==> src/rtl/attr_ldr_pkg.sv <==
package attr_ldr_pkg;

  localparam int COMP_W    = 24;
  localparam int WORD_W    = 32;
  localparam int NUM_COMP  = 4;
  localparam int VEC_W     = COMP_W * NUM_COMP;
  localparam int LANES     = WORD_W / 8;
  localparam int IDX_REG_W = 8;
  localparam int STAGE_N   = 3;

  typedef struct packed {
    logic       idxLoad;
    logic       stageWr;
    logic [1:0] slot;
    logic       commit;
  } ldrStrobe_t;

  function automatic logic [WORD_W-1:0] mergeBytes(
    input logic [WORD_W-1:0] oldW,
    input logic [WORD_W-1:0] newW,
    input logic [LANES-1:0]  mask
  );
    logic [WORD_W-1:0] res;
    for (int b = 0; b < LANES; b++) begin
      res[b*8 +: 8] = mask[b] ? newW[b*8 +: 8] : oldW[b*8 +: 8];
    end
    return res;
  endfunction

endpackage

==> src/rtl/attr_ldr_ctrl.sv <==
module attr_ldr_ctrl
  import attr_ldr_pkg::*;
#(
  parameter int          ADDR_W      = 10,
  parameter int unsigned REG_BASE    = 'h232,
  parameter int          NUM_ENTRIES = 16,
  localparam int         TBL_IDX_W   = $clog2(NUM_ENTRIES)
) (
  input  logic                 clk,
  input  logic                 rstN,
  input  logic                 wrEn,
  input  logic [ADDR_W-1:0]    wrAddr,
  input  logic [7:0]           wrLowByte,
  input  logic                 wrLane0,
  output ldrStrobe_t           strobe,
  output logic [TBL_IDX_W-1:0] commitIdx,
  output logic [IDX_REG_W-1:0] curIdx,
  output logic                 errFlag
);

  localparam logic [ADDR_W-1:0] IDX_ADDR   = ADDR_W'(REG_BASE);
  localparam logic [ADDR_W-1:0] DATA_FIRST = ADDR_W'(REG_BASE + 1);
  localparam logic [ADDR_W-1:0] DATA_LAST  = ADDR_W'(REG_BASE + STAGE_N);
  localparam logic [IDX_REG_W-1:0] LIMIT   = IDX_REG_W'(NUM_ENTRIES);

  logic [1:0]           slotQ;
  logic [IDX_REG_W-1:0] idxQ;
  logic                 errQ;
  logic                 isIdx, isData, lastWr, idxValid;

  assign isIdx    = wrEn && (wrAddr == IDX_ADDR);
  assign isData   = wrEn && (wrAddr >= DATA_FIRST) && (wrAddr <= DATA_LAST);
  assign lastWr   = isData && (slotQ == 2'(STAGE_N - 1));
  assign idxValid = idxQ < LIMIT;

  always_comb begin
    strobe.idxLoad = isIdx && wrLane0;
    strobe.stageWr = isData;
    strobe.slot    = slotQ;
    strobe.commit  = lastWr && idxValid;
  end

  always_ff @(posedge clk) begin
    if (!rstN) begin
      slotQ <= '0;
      idxQ  <= '0;
      errQ  <= 1'b0;
    end else begin
      errQ <= lastWr && !idxValid;
      if (isIdx) begin
        slotQ <= '0;
        if (wrLane0) idxQ <= wrLowByte[IDX_REG_W-1:0];
      end else if (isData) begin
        slotQ <= lastWr ? 2'd0 : slotQ + 2'd1;
        if (lastWr && idxValid) idxQ <= idxQ + 1'b1;
      end
    end
  end

  assign commitIdx = idxQ[TBL_IDX_W-1:0];
  assign curIdx    = idxQ;
  assign errFlag   = errQ;

endmodule

==> src/rtl/attr_ldr_datapath.sv <==
module attr_ldr_datapath
  import attr_ldr_pkg::*;
#(
  parameter int  NUM_ENTRIES = 16,
  localparam int TBL_IDX_W   = $clog2(NUM_ENTRIES)
) (
  input  logic                 clk,
  input  logic                 rstN,
  input  ldrStrobe_t           strobe,
  input  logic [TBL_IDX_W-1:0] commitIdx,
  input  logic [WORD_W-1:0]    wrData,
  input  logic [LANES-1:0]     wrMask,
  input  logic [TBL_IDX_W-1:0] rdIdx,
  output logic [VEC_W-1:0]     rdVec
);

  logic [WORD_W-1:0] stageQ [STAGE_N];
  logic [WORD_W-1:0] slotOld, mergedWord;
  logic [COMP_W-1:0] compW, compZ, compY, compX;
  logic [VEC_W-1:0]  newVec;
  logic [VEC_W-1:0]  tblView [NUM_ENTRIES];

  always_comb begin
    case (strobe.slot)
      2'd1:    slotOld = stageQ[1];
      2'd2:    slotOld = stageQ[2];
      default: slotOld = stageQ[0];
    endcase
  end

  assign mergedWord = mergeBytes(slotOld, wrData, wrMask);

  always_ff @(posedge clk) begin
    if (!rstN) begin
      for (int k = 0; k < STAGE_N; k++) stageQ[k] <= '0;
    end else if (strobe.stageWr) begin
      for (int k = 0; k < STAGE_N; k++) begin
        if (strobe.slot == 2'(k)) stageQ[k] <= mergedWord;
      end
    end
  end

  // Third word is taken straight from the bus merge so the commit needs no extra cycle.
  assign compW  = stageQ[0][31:8];
  assign compZ  = {stageQ[0][7:0], stageQ[1][31:16]};
  assign compY  = {stageQ[1][15:0], mergedWord[31:24]};
  assign compX  = mergedWord[23:0];
  assign newVec = {compW, compZ, compY, compX};

  for (genvar e = 0; e < NUM_ENTRIES; e++) begin : g_ent
    logic [VEC_W-1:0] entQ;
    always_ff @(posedge clk) begin
      if (!rstN) entQ <= '0;
      else if (strobe.commit && commitIdx == TBL_IDX_W'(e)) entQ <= newVec;
    end
    assign tblView[e] = entQ;
  end

  assign rdVec = tblView[rdIdx];

endmodule

==> src/rtl/attr_default_loader.sv <==
module attr_default_loader
  import attr_ldr_pkg::*;
#(
  parameter int          ADDR_W      = 10,
  parameter int unsigned REG_BASE    = 'h232,
  parameter int          NUM_ENTRIES = 16
) (
  input  logic                             clk,
  input  logic                             rstN,
  input  logic                             wrEn,
  input  logic [ADDR_W-1:0]                wrAddr,
  input  logic [31:0]                      wrData,
  input  logic [3:0]                       wrMask,
  input  logic [$clog2(NUM_ENTRIES)-1:0]   rdIdx,
  output logic [95:0]                      rdVec,
  output logic [7:0]                       curIdx,
  output logic                             errFlag
);

  localparam int TBL_IDX_W = $clog2(NUM_ENTRIES);

  ldrStrobe_t           strobe;
  logic [TBL_IDX_W-1:0] commitIdx;

  attr_ldr_ctrl #(
    .ADDR_W(ADDR_W), .REG_BASE(REG_BASE), .NUM_ENTRIES(NUM_ENTRIES)
  ) u_ctrl (
    .clk(clk), .rstN(rstN), .wrEn(wrEn), .wrAddr(wrAddr),
    .wrLowByte(wrData[7:0]), .wrLane0(wrMask[0]),
    .strobe(strobe), .commitIdx(commitIdx), .curIdx(curIdx), .errFlag(errFlag)
  );

  attr_ldr_datapath #(
    .NUM_ENTRIES(NUM_ENTRIES)
  ) u_dp (
    .clk(clk), .rstN(rstN), .strobe(strobe), .commitIdx(commitIdx),
    .wrData(wrData), .wrMask(wrMask), .rdIdx(rdIdx), .rdVec(rdVec)
  );

endmodule

==> config.mk <==
export PLATFORM = sky130hd
export DESIGN_NAME = attr_default_loader
export DESIGN_NICKNAME = d
export VERILOG_FILES = /design/src/rtl/attr_ldr_pkg.sv /design/src/rtl/attr_ldr_ctrl.sv /design/src/rtl/attr_ldr_datapath.sv /design/src/rtl/attr_default_loader.sv
export SDC_FILE = /design/constraint.sdc
export NUM_CORES = 2
export LEC_CHECK = 0
export BUFFER_PORTS_ARGS = -buffer_cell sky130_fd_sc_hd__buf_4
export CAP_MARGIN = 15
export CORE_ASPECT_RATIO = 0.75
export CORE_UTILIZATION = 50
export CTS_CLUSTER_SIZE = 20
export DETAILED_ROUTE_END_ITERATION = 8
export PLACE_DENSITY_LB_ADDON = 0.3
export SETUP_SLACK_MARGIN = 0.4
export SYNTH_ARGS = -nofsm -noshare
export SYNTH_HDL_FRONTEND = slang
export SYNTH_SLANG_ARGS = --single-unit
==> constraint.sdc <==
create_clock -name clk -period 7.71 [get_ports clk]
set_input_delay 1.542 -clock clk [delete_from_list [all_inputs] [get_ports clk]]
set_output_delay 1.542 -clock clk [all_outputs]
set_load 0.01 [all_outputs]
# After elaboration in Yosys (flattened, before gate mapping)
# Memory sizes are Yosys's and may differ from the RTL's.
# Cells that the tools add are included.
[word_totals] ff_bits=1547 mem_bits_rw=96 inputBits=53 output_inout_bits=105 elab_cells=108 mem_count=1
[classes] add_sub_neg=2 magnitude_cmp=4 n_eq_ne=19 mux=29 bitwise=5 n_reduce_logical=29
[memory_table] memory="u_dp.stageQ" words=3 word_bits=32 rd=3 rd_clocked_by_memory_dff=0 wr=3 line="attr_ldr_datapath.sv:17" rtl="logic [WORD_W-1:0] stageQ [STAGE_N];"
[op_table] operator="$bmux 96 s4" n=1
[op_table] operator="$mux 96" n=2
[op_table] operator="$mux 32" n=3
[op_table] operator="$mux 8" n=8
[op_table] operator="$pmux 32 s2" n=1
[op_table] operator="$eq 4x4->1 const B" n=8
[op_table] operator="$logic_and 1x1->1" n=22
[op_table] operator="$eq 4x3->1 const B" n=4
[op_table] operator="$mux 1" n=13
[op_table] operator="$eq 10x10->1 const B" n=1
[op_table] operator="$ge 10x10->1 const B" n=1
[op_table] operator="$le 10x10->1 const B" n=1
[op_table] operator="$add 8x1->8 const B" n=1
[op_table] operator="$eq 4x2->1 const B" n=2
[op_table] operator="$lt 8x5->1 const B" n=1
[op_table] operator="$ge 5x5->1 const B" n=1
[op_table] operator="$not 4->5" n=1
[op_table] operator="$eq 4x1->1 const B" n=1
[op_table] operator="$logic_not 4->1" n=1
[op_table] operator="$reduce_bool 2->1" n=2
[op_table] operator="$or 1x1->1" n=3
[op_table] operator="$reduce_and 3->1" n=1
[op_table] operator="$add 2x1->2 const B" n=1
[op_table] operator="$eq 2x1->1 const B" n=1
[op_table] operator="7 further kinds" n=7

# Logic depth before layout (Yosys ltp)
[depth] depth_word=8 ltp_mapped=10 depth_no_buf=7

# Cells and area by module
# From an unflattened synthesis, not the netlist that was laid out.
[hier_totals] hier_cells=8058 hier_area_um2=72997.5
[modules_own_cells] module="attr_ldr_datapath" instances=1 cells_each=7974 area_per_inst_um2=72234.3 seq_area_each_um2=33632.3
[modules_own_cells] module="attr_ldr_ctrl" instances=1 cells_each=84 area_per_inst_um2=763.2 seq_area_each_um2=220.2

# Least setup slack after synthesis
# No wires, ideal clock.
[synth_timing] path_kind="input port to output port" from="in rdIdx[0]" to="out rdVec[54]" arrival_time_ns=3.309 t_required_ns=6.168 path_slack_ns=2.859 path_stages=5 path_buffers=3 path_cell_list="clkbuf_1 > buf_2 > buf_2 > mux4_2 > mux4_2"
[synth_via] elab_chain_len=4
[synth_rtl] element="from (decl)" line="attr_default_loader.sv:14" rtl="input logic [$clog2(NUM_ENTRIES)-1:0] rdIdx,"
[synth_rtl] element="$not 4->5 (implied by the code)" line="attr_ldr_datapath.sv:59" rtl="assign rdVec = tblView[rdIdx];"
[synth_rtl] element="$bmux 96 s4" line="attr_ldr_datapath.sv:59"
[synth_rtl] element="$mux 96 (implied by the code) (2 in a row)" line="attr_ldr_datapath.sv:59"
[synth_rtl] element="to (decl)" line="attr_default_loader.sv:15" rtl="output logic [95:0] rdVec,"
# No other way between the ends. The select of a mux whose other input is x is not followed.

# Final worst setup path
[layout_timing] from="in rdIdx[0]" to="out rdVec[56]"
# The elaborated chain is that of the path after synthesis.

==> impl_metrics.py <==
metrics = {
    "status": {
        "run_status": "complete, no violations",
    },
    "finish": {
        "final_util_pct": 55.4,
        "final_nets": 6128,
        "syn_to_final_growth_pct": 10.1,
        "layout-drive-gt1-share_pct": 16.3,
    },
    "run": {
        "drv_cap": 0,
    },
    "logic_synthesis": {
        "synth_nets": 6336,
        "ys_seq_elements": 1643,
        "synth-xor-area-share_pct": 0,
        "yosysWarnings": 0,
        "synthMuxAreaShare_pct": 34.4,
        "synth_ff_type": "dfxtp_1",
        "synth_compound_area_share_pct": 2.63,
        "synthArstFlopShare_pct": 0,
        "postSynthCellCount": 6276,
        "synth_cell_types": 53,
        "synth.avg_cell_area_um2": 11.3,
        "synth_top_family_by_area": "multiplexers",
        "synth_area_um2": 70700,
        "synth_edf_count": 96,
        "yosysSeqAreaShare_pct": 47.9,
        "synth-simple-area-share_pct": 10.4,
        "synth_fa_ha_area_share_pct": 0.124,
    },
    "route": {
        "vias_per_cell": 5.91,
        "initialDrtViolationCount": 4774,
        "ant_nets": 0,
        "via_count": 47800,
        "wl_per_cell_um": 24.4,
        "drt-total-wl_mm": 198,
        "drtPass1Iterations": 6,
        "drc_errors": 0,
    },
    "floorplan": {
        "rows": 119,
        "io_pins": 158,
        "die_area_um2": 143000,
        "core_area_um2": 140000,
        "start_util_pct": 50.4,
        "die_h_um": 328,
        "dieWidth_um": 436,
    },
    "timing": {
        "finalHoldViolCount": 0,
        "totalNegativeSetupSlack_ps": 0,
        "setup_viol": 0,
        "finClkSkew_ps": 29.1,
        "worst_pin_slew_ps": 1130,
        "slew_headroom_pct": 24.4,
        "slew_viol_final": 0,
        "max_freq_mhz": 177,
        "post-route-period-util_pct": 73.1,
        "period_minus_slack_ps": 5640,
        "rsz0062_at_grt": "no",
        "worst_slack_ps": 2070,
    },
    "pwr": {
        "p_leak_nw": 25.3,
        "peakVddDrop_v": 0.000197,
        "power.total_mw": 17.6,
        "p_per_area_nw_per_um2": 226,
    },
    "clock_tree": {
        "cts-root-buf": "clkbuf_16",
        "ctsResizeCount": 0,
        "post_cts_buffers": 0,
        "cts_buffer_depth": 3,
        "cts-buffers-inserted": 161,
        "cts_sinks": 1643,
        "worstSkewPairLatency_ps": 820,
        "holdBufCountCts": 0,
        "cts_tree": "done",
        "htreeDepth": 4,
        "clkTransAtPathRegs_ps": 70,
    },
    "place": {
        "place_hpwl_mm": 107,
        "portBuffers": 157,
        "gp_congestion": 0.828,
        "place_ws_ps": 2040,
    },
    "setup_path": {
        "path_max_fanout": 62,
        "cpPeakStageDelay_ps": 580,
        "worstSetupStartpointType": "input pin",
        "cp_data_arrival_time_ps": 4090,
        "crit_chain": "buf_8 -> buf_12 -> mux4_2 -> mux4_2 -> buf_4",
        "cp_common_cell": "mux4_2",
        "critical_path_class": "in2out",
        "required_ps": 6170,
        "slowest_stage": "mux4_2",
        "crit_path_end_kind": "output port",
    },
    "global_route": {
        "antenna_found_initial": 15,
        "grt_pass1_wl_mm": 299,
        "track_usage_pct": 27.2,
        "grt_pass1_vias": 47200,
        "grt_overflow": 0,
        "grt_max_degree": 221,
    },
    "worst_hold_path": {
        "hp-class": "reg2reg",
    },
}
==> where the power goes <==
part	switching (mW)	internal, mW
combinational	0.452	0.171
clock	3.45	4.90
sequential	0.0299	8.58
==> registers in the layout (all words and copies together) (netlist names) <==
name and count:
u_ctrl.slotQ 2, u_dp.g_ent.entQ 1536, u_ctrl.curIdx 8, u_dp.stageQ 96, u_ctrl.errFlag 1
==> critical path, delay by kind of cell <==
family | cells | cell delay (ps)
buffers and inverters | 3 | 1240
muxes | 2 | 1130
==> area by class of cell <==
type                       count  area [um2]
tap                         1875        2350
inverter                       8        32.5
fill                       11600       62600
antenna                       13        32.5
multi-input combinational   4011       33700
sequential                  1643       33900
clock buffer                 232        4710
clock inverter                61         886
timing repair buffer         243        2280
==> final timing paths <==
| path | slack (ps) | to | cells past startpoint | startpoint |
|---|---|---|---|---|
| setup / recovery | 2070 | rdVec[56] | 5 | rdIdx[0] |
| hold / removal | 450 | u_dp.g_ent[15].entQ[72] | 2 | u_dp.g_ent[15].entQ[72] |
| setup reg to reg | 4070 | u_dp.g_ent[15].entQ[37] | 6 | u_ctrl.curIdx[2] |
| hold reg to reg | 450 | u_dp.g_ent[15].entQ[72] | 2 | u_dp.g_ent[15].entQ[72] |
==> cell usage after synthesis (2+ instances only) <==
| cell | number | area (um2) |
|---|---|---|
| buf_8 | 32 | 480 |
| mux4_2 | 480 | 10800 |
| nand3_1 | 105 | 526 |
| nor4_1 | 4 | 25.0 |
| and3_1 | 2 | 12.5 |
| a211oi_1 | 31 | 233 |
| buf_4 | 62 | 465 |
| ha_1 | 7 | 87.6 |
| a22oi_1 | 33 | 248 |
| a21oi_1 | 100 | 500 |
| a21o_1 | 31 | 233 |
| nor2_1 | 39 | 146 |
| nor3_1 | 13 | 65.1 |
| buf_1 | 23 | 86.3 |
| nand2b_1 | 2 | 12.5 |
| nor2b_1 | 33 | 206 |
| edfxtp_1 | 96 | 2880 |
| dfxtp_1 | 1547 | 31000 |
| buf_2 | 96 | 480 |
| inv_1 | 8 | 30.0 |
| mux2i_1 | 1346 | 13500 |
| clkbuf_1 | 370 | 1390 |
| nand2_1 | 1653 | 6200 |
| o21ai_0 | 101 | 505 |
| buf_6 | 31 | 349 |
| a31oi_1 | 2 | 12.5 |
| mux2_2 | 2 | 22.5 |
| and3b_1 | 2 | 17.5 |
==> routing by layer <==
metal / GRT usage [%] / vias up / part of all wire (%)
met5: 0 / - / 0.0066
met4: 10.1 / 2 / 3.2
met3: 3.58 / 326 / 5.9
met2: 44.5 / 1628 / 47
met1: 36.9 / 24200 / 44
li1: - / 21600 / -
==> kinds of logic (layout without fill, tap and decap cells) <==
kind of cell               count (synthesis)  in the layout
AOI/OAI and AO/OA                        312            312
adders and majority gates                  7              7
and+or+nand+nor                         1864           1864
DFF                                     1643           1643
muxes                                   1828           1828
buffers and inverters                    622            544
other                                      0             13
==> layout by cell type, fill, tap and decap left out, types with 3 or more instances in the layout <==
cell type | Yosys | routed
a211oi_1 | 31 | 31
a21o_1 | 31 | 31
a21oi_1 | 100 | 100
a22oi_1 | 33 | 33
buf_12 | 0 | 34
buf_4 | 62 | 204
buf_8 | 32 | 3
bufinv_16 | 0 | 19
clkbuf_1 | 370 | 34
clkbuf_16 | 0 | 166
clkbuf_8 | 0 | 32
clkinv_2 | 0 | 23
clkinvlp_4 | 0 | 7
dfxtp_1 | 1547 | 1547
diode_2 | 0 | 13
edfxtp_1 | 96 | 96
ha_1 | 7 | 6
inv_1 | 8 | 7
inv_6 | 0 | 6
mux2i_1 | 1346 | 1346
mux4_2 | 480 | 480
nand2_1 | 1653 | 1653
nand3_1 | 105 | 103
nor2_1 | 39 | 39
nor2b_1 | 33 | 33
nor3_1 | 13 | 3
nor3_2 | 0 | 10
nor4_2 | 1 | 5
o21ai_0 | 101 | 101
==> per-stage QoR <==
stage	cell area, um2	hold slack, ps	cells
2_1_floorplan	70700	429	6276
3_3_place_gp	72200	438	7780
3_5_place_dp	72200	444	7780
4_1_cts	77800	453	8073
5_1_grt	77800	465	8083
6_report	77900	453	8086
No activity file was read; power rests on OpenSTA's default activity.
